--- config.mk ---
export PLATFORM = sky130hd
export DESIGN_NAME = wordstream_conv
export DESIGN_NICKNAME = d
export VERILOG_FILES = /design/src/rtl/wsc_pkg.sv /design/src/rtl/wsc_tx_ser.sv /design/src/rtl/wsc_rx_pack.sv /design/src/rtl/wordstream_conv.sv
export SDC_FILE = /design/constraint.sdc
export NUM_CORES = 1
export LEC_CHECK = 0
export ABC_AREA = 0
export BUFFER_PORTS_ARGS = -buffer_cell sky130_fd_sc_hd__buf_2
export CAP_MARGIN = 25
export CORE_ASPECT_RATIO = 1.75
export CORE_MARGIN = 5
export CORE_UTILIZATION = 61
export DETAILED_ROUTE_END_ITERATION = 12
export PLACE_DENSITY = 0.82
export SYNTH_ARGS = -nofsm -noshare
export SYNTH_HDL_FRONTEND = slang
export SYNTH_SLANG_ARGS = --single-unit
--- constraint.sdc ---
create_clock -name clk -period 5 [get_ports clk]
set_input_delay 0.5 -clock clk [delete_from_list [all_inputs] [get_ports clk]]
set_output_delay 0.5 -clock clk [all_outputs]
set_load 0.02 [all_outputs]
--- src/rtl/wsc_pkg.sv ---
package wsc_pkg;
    localparam int WORD_BYTES = 8;
    localparam int WORD_W     = WORD_BYTES * 8;
    localparam int CNT_W      = $clog2(WORD_BYTES);

    typedef logic [WORD_W-1:0] word_t;
    typedef logic [CNT_W-1:0]  lane_t;
    typedef logic [CNT_W:0]    fill_t;

    typedef struct packed {
        logic  busy;
        word_t word;
        lane_t idx;
        logic  nib;
        logic  last;
        fill_t nbytes;
        logic  underrun;
    } tx_state_t;

    typedef struct packed {
        word_t      acc;
        fill_t      fill;
        logic       have_lo;
        logic [3:0] lo;
        logic       out_valid;
        word_t      out_word;
        logic       out_last;
        lane_t      out_cnt;
    } rx_state_t;

    // Position in the wire order -> byte lane of the word
    function automatic lane_t lane_of(input lane_t pos, input logic big);
        return big ? (lane_t'(WORD_BYTES - 1) - pos) : pos;
    endfunction
endpackage

--- src/rtl/wsc_tx_ser.sv ---
module wsc_tx_ser
    import wsc_pkg::*;
(
    input  logic        clk,
    input  logic        rst_n,
    input  logic        nibble_mode,
    input  logic        big_lane,
    input  logic        word_valid,
    input  word_t       word,
    input  logic        word_last,
    input  lane_t       word_cnt,
    output logic        word_ready,
    output logic        line_en,
    output logic [7:0]  line_data,
    output logic        underrun
);
    tx_state_t state_d, state_q;
    logic      byte_end;
    logic      word_end;
    lane_t     cur_lane;
    logic [7:0] cur_byte;
    fill_t     load_bytes;

    always_comb begin
        byte_end   = !nibble_mode || state_q.nib;
        word_end   = state_q.busy && byte_end &&
                     ({1'b0, state_q.idx} == state_q.nbytes - fill_t'(1));
        word_ready = !state_q.busy || (word_end && !state_q.last);
        load_bytes = (word_last && word_cnt != '0) ? {1'b0, word_cnt}
                                                   : fill_t'(WORD_BYTES);

        state_d          = state_q;
        state_d.underrun = 1'b0;
        if (!state_q.busy || word_end) begin
            if (state_q.busy && state_q.last) begin
                state_d.busy = 1'b0;
            end else if (word_valid) begin
                state_d.busy   = 1'b1;
                state_d.word   = word;
                state_d.idx    = '0;
                state_d.nib    = 1'b0;
                state_d.last   = word_last;
                state_d.nbytes = load_bytes;
            end else if (state_q.busy) begin
                state_d.busy     = 1'b0;
                state_d.underrun = 1'b1;
            end
        end else if (byte_end) begin
            state_d.idx = state_q.idx + lane_t'(1);
            state_d.nib = 1'b0;
        end else begin
            state_d.nib = 1'b1;
        end
    end

    always_comb begin
        cur_lane  = lane_of(state_q.idx, big_lane);
        cur_byte  = state_q.word[int'(cur_lane)*8 +: 8];
        line_en   = state_q.busy;
        underrun  = state_q.underrun;
        if (!state_q.busy)
            line_data = 8'h00;
        else if (nibble_mode)
            line_data = {4'h0, state_q.nib ? cur_byte[7:4] : cur_byte[3:0]};
        else
            line_data = cur_byte;
    end

    always_ff @(posedge clk) begin
        if (!rst_n) state_q <= '0;
        else        state_q <= state_d;
    end
endmodule

--- src/rtl/wsc_rx_pack.sv ---
module wsc_rx_pack
    import wsc_pkg::*;
(
    input  logic       clk,
    input  logic       rst_n,
    input  logic       nibble_mode,
    input  logic       big_lane,
    input  logic       line_dv,
    input  logic [7:0] line_data,
    output logic       word_valid,
    output word_t      word,
    output logic       word_last,
    output lane_t      word_cnt
);
    rx_state_t  state_d, state_q;
    logic       got_byte;
    logic [7:0] new_byte;
    logic       flush_full;
    word_t      base_acc;
    fill_t      base_fill;
    lane_t      put_lane;
    word_t      placed;

    // Byte assembly and the word the new byte is written into
    always_comb begin
        got_byte = 1'b0;
        new_byte = line_data;
        if (line_dv) begin
            if (!nibble_mode) begin
                got_byte = 1'b1;
            end else if (state_q.have_lo) begin
                got_byte = 1'b1;
                new_byte = {line_data[3:0], state_q.lo};
            end
        end
        flush_full = got_byte && (state_q.fill == fill_t'(WORD_BYTES));
        base_acc   = flush_full ? '0 : state_q.acc;
        base_fill  = flush_full ? '0 : state_q.fill;
        put_lane   = lane_of(base_fill[CNT_W-1:0], big_lane);
    end

    for (genvar l = 0; l < WORD_BYTES; l++) begin : g_lane
        assign placed[l*8 +: 8] = (put_lane == lane_t'(l)) ? new_byte
                                                           : base_acc[l*8 +: 8];
    end

    always_comb begin
        state_d           = state_q;
        state_d.out_valid = 1'b0;
        state_d.out_last  = 1'b0;
        if (line_dv) begin
            if (nibble_mode) begin
                state_d.have_lo = !state_q.have_lo;
                if (!state_q.have_lo) state_d.lo = line_data[3:0];
            end
            if (got_byte) begin
                if (flush_full) begin
                    state_d.out_valid = 1'b1;
                    state_d.out_word  = state_q.acc;
                    state_d.out_cnt   = '0;
                end
                state_d.acc  = placed;
                state_d.fill = base_fill + fill_t'(1);
            end
        end else begin
            state_d.have_lo = 1'b0;
            if (state_q.fill != '0) begin
                state_d.out_valid = 1'b1;
                state_d.out_last  = 1'b1;
                state_d.out_word  = state_q.acc;
                state_d.out_cnt   = state_q.fill[CNT_W-1:0];
                state_d.acc       = '0;
                state_d.fill      = '0;
            end
        end
    end

    assign word_valid = state_q.out_valid;
    assign word       = state_q.out_word;
    assign word_last  = state_q.out_last;
    assign word_cnt   = state_q.out_cnt;

    always_ff @(posedge clk) begin
        if (!rst_n) state_q <= '0;
        else        state_q <= state_d;
    end
endmodule

--- src/rtl/wordstream_conv.sv ---
module wordstream_conv
    import wsc_pkg::*;
(
    input  logic        clk,
    input  logic        rst_n,
    input  logic        nibble_mode,
    input  logic        big_lane,
    input  logic        tx_word_valid,
    input  logic [63:0] tx_word,
    input  logic        tx_word_last,
    input  logic [2:0]  tx_word_cnt,
    output logic        tx_word_ready,
    output logic        phy_tx_en,
    output logic [7:0]  phy_txd,
    output logic        tx_underrun,
    input  logic        phy_rx_dv,
    input  logic [7:0]  phy_rxd,
    output logic        rx_word_valid,
    output logic [63:0] rx_word,
    output logic        rx_word_last,
    output logic [2:0]  rx_word_cnt
);
    wsc_tx_ser i_tx (
        .clk        (clk),
        .rst_n      (rst_n),
        .nibble_mode(nibble_mode),
        .big_lane   (big_lane),
        .word_valid (tx_word_valid),
        .word       (tx_word),
        .word_last  (tx_word_last),
        .word_cnt   (tx_word_cnt),
        .word_ready (tx_word_ready),
        .line_en    (phy_tx_en),
        .line_data  (phy_txd),
        .underrun   (tx_underrun)
    );

    wsc_rx_pack i_rx (
        .clk        (clk),
        .rst_n      (rst_n),
        .nibble_mode(nibble_mode),
        .big_lane   (big_lane),
        .line_dv    (phy_rx_dv),
        .line_data  (phy_rxd),
        .word_valid (rx_word_valid),
        .word       (rx_word),
        .word_last  (rx_word_last),
        .word_cnt   (rx_word_cnt)
    );
endmodule

== Word-level counts from Yosys, hierarchy flattened ==
Cells that the tools add are included.
Cells by class
  $add $sub $neg: 5
  equal/unequal tests: 21
  shifts and indexed selects: 1
  multiplexer cells: 42
  bitwise logic cells: 4
  reduce and logical (&&, ||, !) cells: 35
Operator list (number)
  $mux 65: 3
  $mux 69: 2
  $mux 68: 2
  $mux 8: 12
  $mux 64: 1
  $shiftx 64x7->8: 1
  $reduce_and 3->1: 12
  $ne 3x1->1 const B: 8
  $mux 4: 5
  $mux 3: 6
  $eq 3x3->1 const B: 4
  $mux 10: 1
  $mux 9: 1
  $mux 1: 8
  $eq 3x2->1 const B: 2
  $logic_and 1x1->1: 6
  $reduce_and 2->1: 3
  $sub 3x3->3 const A: 2
  $mux 5: 1
  $add 4x1->4 const B: 1
  $eq 3x4->1: 1
  $eq 4x4->1 const B: 1
  $logic_not 1->1: 4
  $ne 2x1->1 const B: 2
  other kinds (12): 19
Storage, ports and cells
  bits in registers: 217
  bits of input ports: 82
  word-level logic and storage cells: 130

== Logic depth before layout (Yosys ltp) ==
Gate-level depths: netlist (run 1).
  depth after elaboration: 11
  gate-level depth with buffers: 11
  gate-level depth less buffers: 7

== Cells and area by module ==
Synthesis (run 1) repeated with hierarchy kept, for this count alone.
Unflattened totals
  cells, all modules: 1154
  area, all modules: 10368.7 um2
By module, submodules not included
  wsc_rx_pack: times used 1, cells each 647, area an instance 6324.8 um2, seq. area each 2842.7 um2
  wsc_tx_ser: times used 1, cells each 507, area an instance 4043.9 um2, seq. area each 1501.4 um2

== Worst setup path before layout (run 1) ==
Ideal clock, no wire load.
  kind: input-to-output
  start: input port big_lane
  end: output port phy_txd[2]
  arrival time: 2.091 ns
  slack: 2.409 ns
  cell stages on the path: 7
  cells stage by stage: buf_2 clkbuf_1 o31a_1 o221ai_1 a211oi_1 a211oi_1 a221oi_1
Between the ends
  word-level cells in the longest chain between the ends: 5
RTL lines
  from (decl): RTL line wordstream_conv.sv:7  | input logic big_lane,
  $mux 3 (*): RTL line wsc_pkg.sv:33  | return big ? (lane_t'(WORD_BYTES - 1) - pos) : pos;
  $shiftx 64x7->8 (*): RTL line wsc_tx_ser.sv:58  | cur_byte = state_q.word[int'(cur_lane)*8 +: 8];
  $mux 4: RTL line wsc_tx_ser.sv:64  | line_data = {4'h0, state_q.nib ? cur_byte[7:4] : cur_byte[3:0]};
  $mux 8 (*): RTL line wsc_tx_ser.sv:63  | else if (nibble_mode)
  $mux 8 (*): RTL line wsc_tx_ser.sv:61  | if (!state_q.busy)
  to (decl): RTL line wordstream_conv.sv:14  | output logic [7:0] phy_txd,
Mark *: on every way between the ends. The rest lies on a longest branch, timed or not.

== Final worst setup path (run 1) ==
  start: register i_tx.state_q[8] (netlist bit)
  end: output port phy_txd[2]
Between the ends
  word-level cells in the longest chain between the ends: 6
RTL lines
  from (decl): RTL line wsc_tx_ser.sv:17  | tx_state_t state_d, state_q;
  from (signal assigned): RTL line wsc_tx_ser.sv:71  | else state_q <= state_d;
  $sub 3x3->3: RTL line wsc_pkg.sv:33
  $mux 3 (*): RTL line wsc_pkg.sv:33
  $shiftx 64x7->8 (*): RTL line wsc_tx_ser.sv:58
  $mux 4: RTL line wsc_tx_ser.sv:64
  $mux 8 (*): RTL line wsc_tx_ser.sv:63
  $mux 8 (*): RTL line wsc_tx_ser.sv:61
Marks and branches as above.

==> results, run 1 <==
- The first global-routing pass estimated 40.6 mm of wire.
- The highest net fanout along the worst path is 20.
- In the global route stage, overall resource usage came out at 25.4%.
- In this run the power density over the cells is 331 nW/µm².
- The maximum clock frequency is around 0.26 GHz.
- Across the run, the number of max-cap violations was 0.
- Summing every instance area after synthesis gives 10300 µm².
- Yosys printed 0 warnings.
- The number of placed instances, taps included, is roughly 1400.
- The wire length after detailed routing is between 20 and 30 mm.
- The total of hold buffers inserted after clock tree synthesis is 0.
- STA puts the critical path data arrival time at 3.37 ns.
- The clock sink count is 217.
- Clock latency on the worst-skew pair, taken at its later pin, is 0.50 ns.
- The number of antenna diodes in the final layout is 0.
- Summed over all layers, the global routing overflow is 0.
- In this run the clock root is driven by a clkbuf_16.
- The number of antenna violations at the first check in global routing came to 1.
- The cell type with the highest aggregate area in the netlist is dfxtp_1.
- Post-CTS repair changed the size of 0 cells.
- The net count of the finished layout is between 1000 and 1500.
- The critical path capture point type is an output pin.
- The largest delay contributor family on the critical path is compound AO/OA/AOI/OAI gates.
- Row generation in the floorplan step produced 62 rows.
- Overall power consumption after layout is estimated at 0.00370 W.
- After detailed routing, the number of remaining DRC violations is 0.
- STA classifies the critical path startpoint as a flop.
- The run finished with clean final reports.
- Setup violations remaining at the end of the flow were counted as 0.
- On the final layout, the worst clock skew is 0.0172 ns.
- In the post-synthesis netlist, the biggest area contributors are dfxtp_1 (42%), nand2_1 (10%), buf_4 (6.3%).
- The die is 108 µm wide.
- The total nets after synthesis is 1301.
- The worst pin sits at a relative slew slack of between 20% and 30%.
- In this run, synthesis produced a sequential element count of 217.
- The signal on the critical path passes through buf_4 > nand2_1 > mux2i_1 > a2111oi_0 > a211oi_1 > a221oi_1 > buf_2.
- The mean cell area of the mapped netlist is 8.44 µm².
- After clock tree synthesis, the setup repair step added 0 buffers.
- Once the floorplan was initialized, standard cells occupied 62.4% of the core.
- The count of buffer and inverter cells on the critical path is 2.
- The min-delay analysis places its worst path in the category in -> reg.
- Entering global routing, the biggest net connects about 120 pins.
- The number of instances in the synthesized netlist is 1215.
- The detailed router finished its first iteration with 385 violations.
- The count of buffers inserted at the top-level ports is ~160.
- After the flow finishes, the layout carries non-filler instances totaling 1482.
- For this design the top-level I/O count stands at 162.
- The routed length per placed instance is 17.2 µm.
- The routability-driven placement congestion ratio is 0.963.
- Final hold analysis gives a worst-case slack of 0.239 ns.
- The routed via count is about 8400.
- The post-DP HPWL is 18.3 mm.
- The worst setup path is of the reg -> out kind.
- The final max-slew violation count came to 0.
- Setup repair after global routing left no endpoint under its margin.
- The register area share after synthesis is 42.4%.
- The worst path uses between 70% and 80% of the clock period.
- At the pin with the least slew margin, the transition time is 1.08 ns.
- The highest-delay cell along the critical path is dfxtp_1.
- Summed over all cells, the static leakage comes to 4.21 nW.
- The sum of negative setup slack is 0 ns.
- The final design area excluding fillers is 11200 µm².
- The full die area is between 15000 and 20000 µm².
- Measured along the y axis, the die boundary spans 182 µm.
- STA puts the critical path data required time at 4.50 ns.
- The final antenna-violating net count is 0.
- Cells with a size suffix above 1 make up 17.4% of the layout.
- The TritonCTS clock tree is done.
- The shortest clock period the worst path allows after layout is 3.87 ns.
- The core region area is around 16000 µm².
- In this run the number of H-tree levels came out at 1.
- For this run, the leading register cell type out of synthesis is dfxtp_1.
- The cell area after placement is 10500 µm².
- The area growth from synthesis to layout is 8.92%.
- The final hold violation count is 0.
- The number of buffers created by CTS is 20.
- The delay of the slowest cell on the worst path is between 0.7 and 0.8 ns.
- After synthesis, the largest area contributor takes up 42.4% of total cell area.
- The CTS clock-pin slew for the worst setup and hold paths is ~0.070 ns.
- Using the TritonRoute via totals, the vias-per-cell ratio works out to 5.70.
- The worst vdd rail ir drop is 301 µV.
- The count of TritonRoute iterations in the first routing pass is 5.
- The count of different cell masters after synthesis is 62.
- The count of flip-flops with a built-in enable after synthesis is 0.
- In the synthesized netlist the async set-or-reset flop fraction comes to 0%.
- Counting along the longest clock path gives a buffer depth of 3.
- The via count of the first global-routing pass is 8200.
## cells in the mapped netlist, types with 22 or more instances
| library cell | number |
|---|---|
| o21ai_0 | 22 |
| clkbuf_1 | 48 |
| buf_4 | 86 |
| a21boi_0 | 61 |
| a21boi_1 | 72 |
| dfxtp_1 | 217 |
| mux2i_1 | 24 |
| nor2_1 | 24 |
| a21oi_1 | 24 |
| nand2_1 | 277 |
| nor2b_1 | 98 |
| a22oi_1 | 71 |
## worst paths after layout
| check | start | to | slack [ns] | cells after the start |
|---|---|---|---|---|
| worst max-delay path | i_tx.state_q[8] | phy_txd[2] | 1.13 | 7 |
| worst min-delay path | tx_word[26] | i_tx.state_q[36] | 0.24 | 3 |
| worst max register to register | i_tx.state_q[9] | i_tx.state_q[16] | 1.88 | 7 |
| worst min register to register | i_rx.word[58] | i_rx.word[58] | 0.45 | 2 |
## layer usage
layer,GRT usage [%],part of all wire (%),vias up
li1,-,-,4132
met1,26.6,35,3904
met2,47.1,53,297
met3,3.55,5.6,106
met4,14.9,6.6,2
met5,0,0.051,-
## worst min-delay path: cells and delay by family
kind            cells  cell delay (ns)
compound gates      1             0.05
buf+inv             1             0.10
simple gates        1             0.04
## per-stage QoR
step,setup WS [ns],util [%]
after floorplan,2.41,-
after global placement,1.76,63.6
after detailed placement,1.72,63.7
after CTS,1.16,67.8
after global routing,0.909,67.9
final,1.13,67.9
## power breakdown
part,internal [W],total (W),leakage (nW),switching (W)
Sequential,0.00177,0.00181,1.76,0.0000405
Combinational,0.000136,0.000355,2.13,0.000218
Clock,0.000895,0.00153,0.323,0.000639
Total,0.00280,0.00370,4.21,0.000898
## cell usage in the layout, fill, tap and decap left out, types with 4 or more instances in the layout
cell type	n
o21ai_2	4
nor2b_1	98
o21ai_1	4
o21ai_0	22
nand3_1	6
a21oi_1	24
buf_4	8
a21boi_0	61
ha_1	4
mux2i_1	24
or2_2	4
a222oi_1	4
inv_1	20
clkbuf_1	5
and2_1	6
o22ai_1	20
dfxtp_1	217
nand2b_1	13
clkbuf_8	5
a211oi_1	9
nand2_1	277
buf_2	160
clkbuf_16	21
a21boi_1	72
nor2_1	24
xnor2_1	4
o211ai_1	7
a22oi_1	71
a2111oi_0	4
o32ai_1	4
o221ai_1	4
## cells by family after synthesis
kind of cell | after synthesis | share of synthesized area, %
flip-flops | 217 | 42.4
multiplexers | 25 | 2.45
buffers and inverters | 182 | 10.1
AND/OR/NAND/NOR | 449 | 20.3
XOR/XNOR | 7 | 0.744
adder cells (fa/ha/maj) | 4 | 0.488
AO/OA/AOI/OAI | 331 | 23.6
## area by class of cell
| cell class | instances | area, µm² |
|---|---|---|
| clock inverters | 4 | 47.5 |
| fillers | 1409 | 5270 |
| clock buffers | 31 | 613 |
| repair buffers | 170 | 916 |
| multi-input cells | 816 | 4900 |
| well taps | 224 | 280 |
| inverters | 20 | 75.1 |
| flip-flops and latches | 217 | 4340 |
## registers in the layout (all words and copies together) (netlist names)
register	flops
i_rx.state_q	73
i_rx.word	64
i_rx.word_cnt	3
i_rx.word_last	1
i_rx.word_valid	1
i_tx.line_en	1
i_tx.state_q	73
i_tx.underrun	1
No activity file was read; power rests on OpenSTA's default activity.
==> inputs of run 2 (changes only) <==
- CORE_UTILIZATION: 61 -> 51
- PLACE_DENSITY: 0.82 -> 0.73
- clock period: 5 -> 3.3 ns (I/O delays scaled with it)
==> run 2 against run 1 <==
Effect of this change: non-clock buffer count rose by 17; sequential power rose by 52%; largest cell class unchanged; global-route usage fell by 3.6 points; critical endpoint unchanged; total power rose by 55%; largest power group unchanged.
==> results, run 2 (synthesis gave the netlist of run 1 again) <==
- The flow ran to the end, and the final reports show no timing, DRC or antenna violations.
- At the end of routability-driven placement, the weighted congestion stood at 0.955.
- Once layout is complete, the utilization of the core stands at 57.8%.
- The number of antenna violations at the first check in global routing is 1.
- The switching power is roughly 0.0014 W.
- In this run the vertical extent of the chip is 198 µm.
- Setup violations remaining at the end of the flow were counted as 0.
- The total of hold buffers inserted after clock tree synthesis is 0.
- Detailed placement ended at an HPWL of 19.0 mm.
- Of the total power, the share spent switching nets is about 25%.
- The die covers 23200 µm².
- The clock sink count is 217.
- The post-route clock skew is 0.0147 ns.
- The largest net degree at the start of global routing is between 100 and 150.
- The worst path in the final design needs a cycle of approximately 3.2 ns, including I/O delays and setup.
- The tightest hold path in the finished design has a slack of between 0.06 and 0.07 ns.
- The endpoint required time on the critical path is 2.97 ns.
- In this run, the combinational gates consume 9.6% of the power.
- The via count of the first global-routing pass is about 7800.
- The die is 117 µm wide.
- The count of buffers inserted at the top-level ports is 161.
- Of the available clock period, the critical path in the final layout requires 96.2%.
- The maximum level of the CTS H-tree is 1.
- Once the clock tree was built, the setup fixing pass inserted 0 buffers.
- The routed length per placed instance is between 15 and 20 µm.
- Global routing finished with a remaining overflow of 0.
- The number of buffers created by CTS is 20.
- The initial core utilization is roughly half.
- The layout overhead on the synthesized area is 11.1%.
- The worst setup path is captured at an output pin.
- The total DRC errors in the routed layout is 0.
- The ratio of cells with drive above 1 in the final layout is approximately a fifth.
- The data arrival time of the worst path is ~2.8 ns.
- The type of the tightest min-delay check is in -> reg.
- The count of TritonRoute iterations in the first routing pass is 6.
- The maximum clock path buffer count is 3.
- Sequential cells burn between 40% and 50% of the power.
- After floorplanning, the core was divided into 68 placement rows.
- STA classifies the critical path startpoint as a flop.
- The final max-slew violation count is 0.
- The later-pin clock latency in the skew report is approximately 0.50 ns.
- In this run the tightest slew margin relative to its limit is 52.7%.
- The sum of negative setup slack is 0 ns.
- Max-cap violations in this run came to 0.
- The core region area is 19700 µm².
- The CTS clock-pin slew for the worst setup and hold paths is about 0.070 ns.
- Internal power comes to around 0.0043 W.
- In the layout the commonest cells are nand2_1 (277), dfxtp_1 (215), buf_2 (160).
- The maximum clock frequency is 0.315 GHz.
- Across the VDD grid, the largest voltage drop is roughly 600 µV.
- In the routed layout, each cell is associated on average with a via count of 5.56.
- The net count of the finished layout is 1348.
- The clock group share of total power is 42.6%.
- The highest net fanout along the worst path is 17.
- Traced cell by cell, the critical path runs through buf_4 > mux2i_1 > a2111oi_1 > o2bb2ai_1 > a211oi_1 > a221oi_1 > buf_2.
- The worst setup path is of the reg -> out kind.
- TritonCTS built the clock tree.
- The final antenna-violating net count is 0.
- Setup repair after global routing left no endpoint under its margin.
- The final hold violation count is 0.
- The wire length after detailed routing is 26.1 mm.
- The highest-delay cell along the critical path is dfxtp_1.
- The delay of the slowest cell on the worst path is 0.50 ns.
- Detailed routing inserted a total of roughly 8400 vias.
- Global routing consumed, over all layers together, 21.9% of the routing resources.
- The transition at the pin with the smallest max-transition slack is 0.704 ns.
- The commonest non-fill, non-tap cell in the layout is nand2_1.
- Summed over all cells, the static leakage comes to 4.32 nW.
- The first routing iteration left 416 violations.
- The master cell of the clock root buffer is clkbuf_16.
- The areal power density over the cells is 504 nW/µm².
- The first global-routing pass estimated 40.5 mm of wire.
- During I/O placement, the number of pins put on the boundary was 162.
## run 2: changes by cell type in the layout (fill, tap and decap cells not counted), sizes merged
cell	previous run	this run
clkinvlp	1	4
inv	20	22
diode	0	1
clkbuf	31	23
bufinv	1	3
buf	170	187
## run 2: through the flow
step                      area (µm²)  setup WS, ns  total power (W)  instances
final                          11400         0.125          0.00575       1520
after global routing           11400       0.00517          0.00597       1519
after CTS                      11400         0.119          0.00581       1519
after detailed placement       10700         0.536          0.00336       1485
after global placement         10700         0.612          0.00335       1485
after floorplan                10300         0.972          0.00317       1215
## run 2: timing repair
item / CTS / global route
endpoints found under the setup margin: 1 / 4
gates resized for setup: 1 / 3
endpoints found under the hold margin: 0 / 0
## run 2: per-layer routing
layer	vias to the layer above	GRT usage (%)	routed length, µm
met5	-	0	11
met4	2	11.4	1340
met3	71	3.22	1450
met2	253	40.2	14000
met1	3956	23.4	9360
li1	4162	-	-
## run 2: critical path: cells and delay by family (launching register included)
family,cells,cell delay (ns)
AOI/OAI and AO/OA,4,1.18
DFF,1,0.50
muxes,1,0.12
buffers and inverters,2,0.57
## run 2: final cells by class
cell class | instances | area [µm²]
diodes | 1 | 2.50
flip-flops and latches | 217 | 4350
well taps | 245 | 307
inverters | 20 | 75.1
clock inverters | 11 | 148
multi-input cells | 816 | 4900
repair buffers | 187 | 1080
clock buffers | 23 | 543
fillers | 1817 | 8340
## run 2: final timing paths
kind | depth (start not counted) | slack (ns) | endpoint | startpoint
setup / recovery | 7 | 0.13 | phy_txd[2] | i_tx.state_q[8]
hold / removal | 3 | 0.06 | i_tx.state_q[13] | tx_word[3]
setup reg to reg | 8 | 0.79 | i_rx.word[63] | i_rx.state_q[74]
hold reg to reg | 2 | 0.45 | i_rx.word[52] | i_rx.word[52]
## run 2: power by group through the flow
stage / Combinational [W] / Sequential, W / Clock (W)
2_1_floorplan: 0.000394 / 0.00278 / 0
3_3_place_gp: 0.000549 / 0.00280 / 0
3_5_place_dp: 0.000555 / 0.00281 / 0
4_1_cts: 0.000556 / 0.00275 / 0.00251
5_1_grt: 0.000608 / 0.00275 / 0.00260
6_report: 0.000554 / 0.00275 / 0.00244
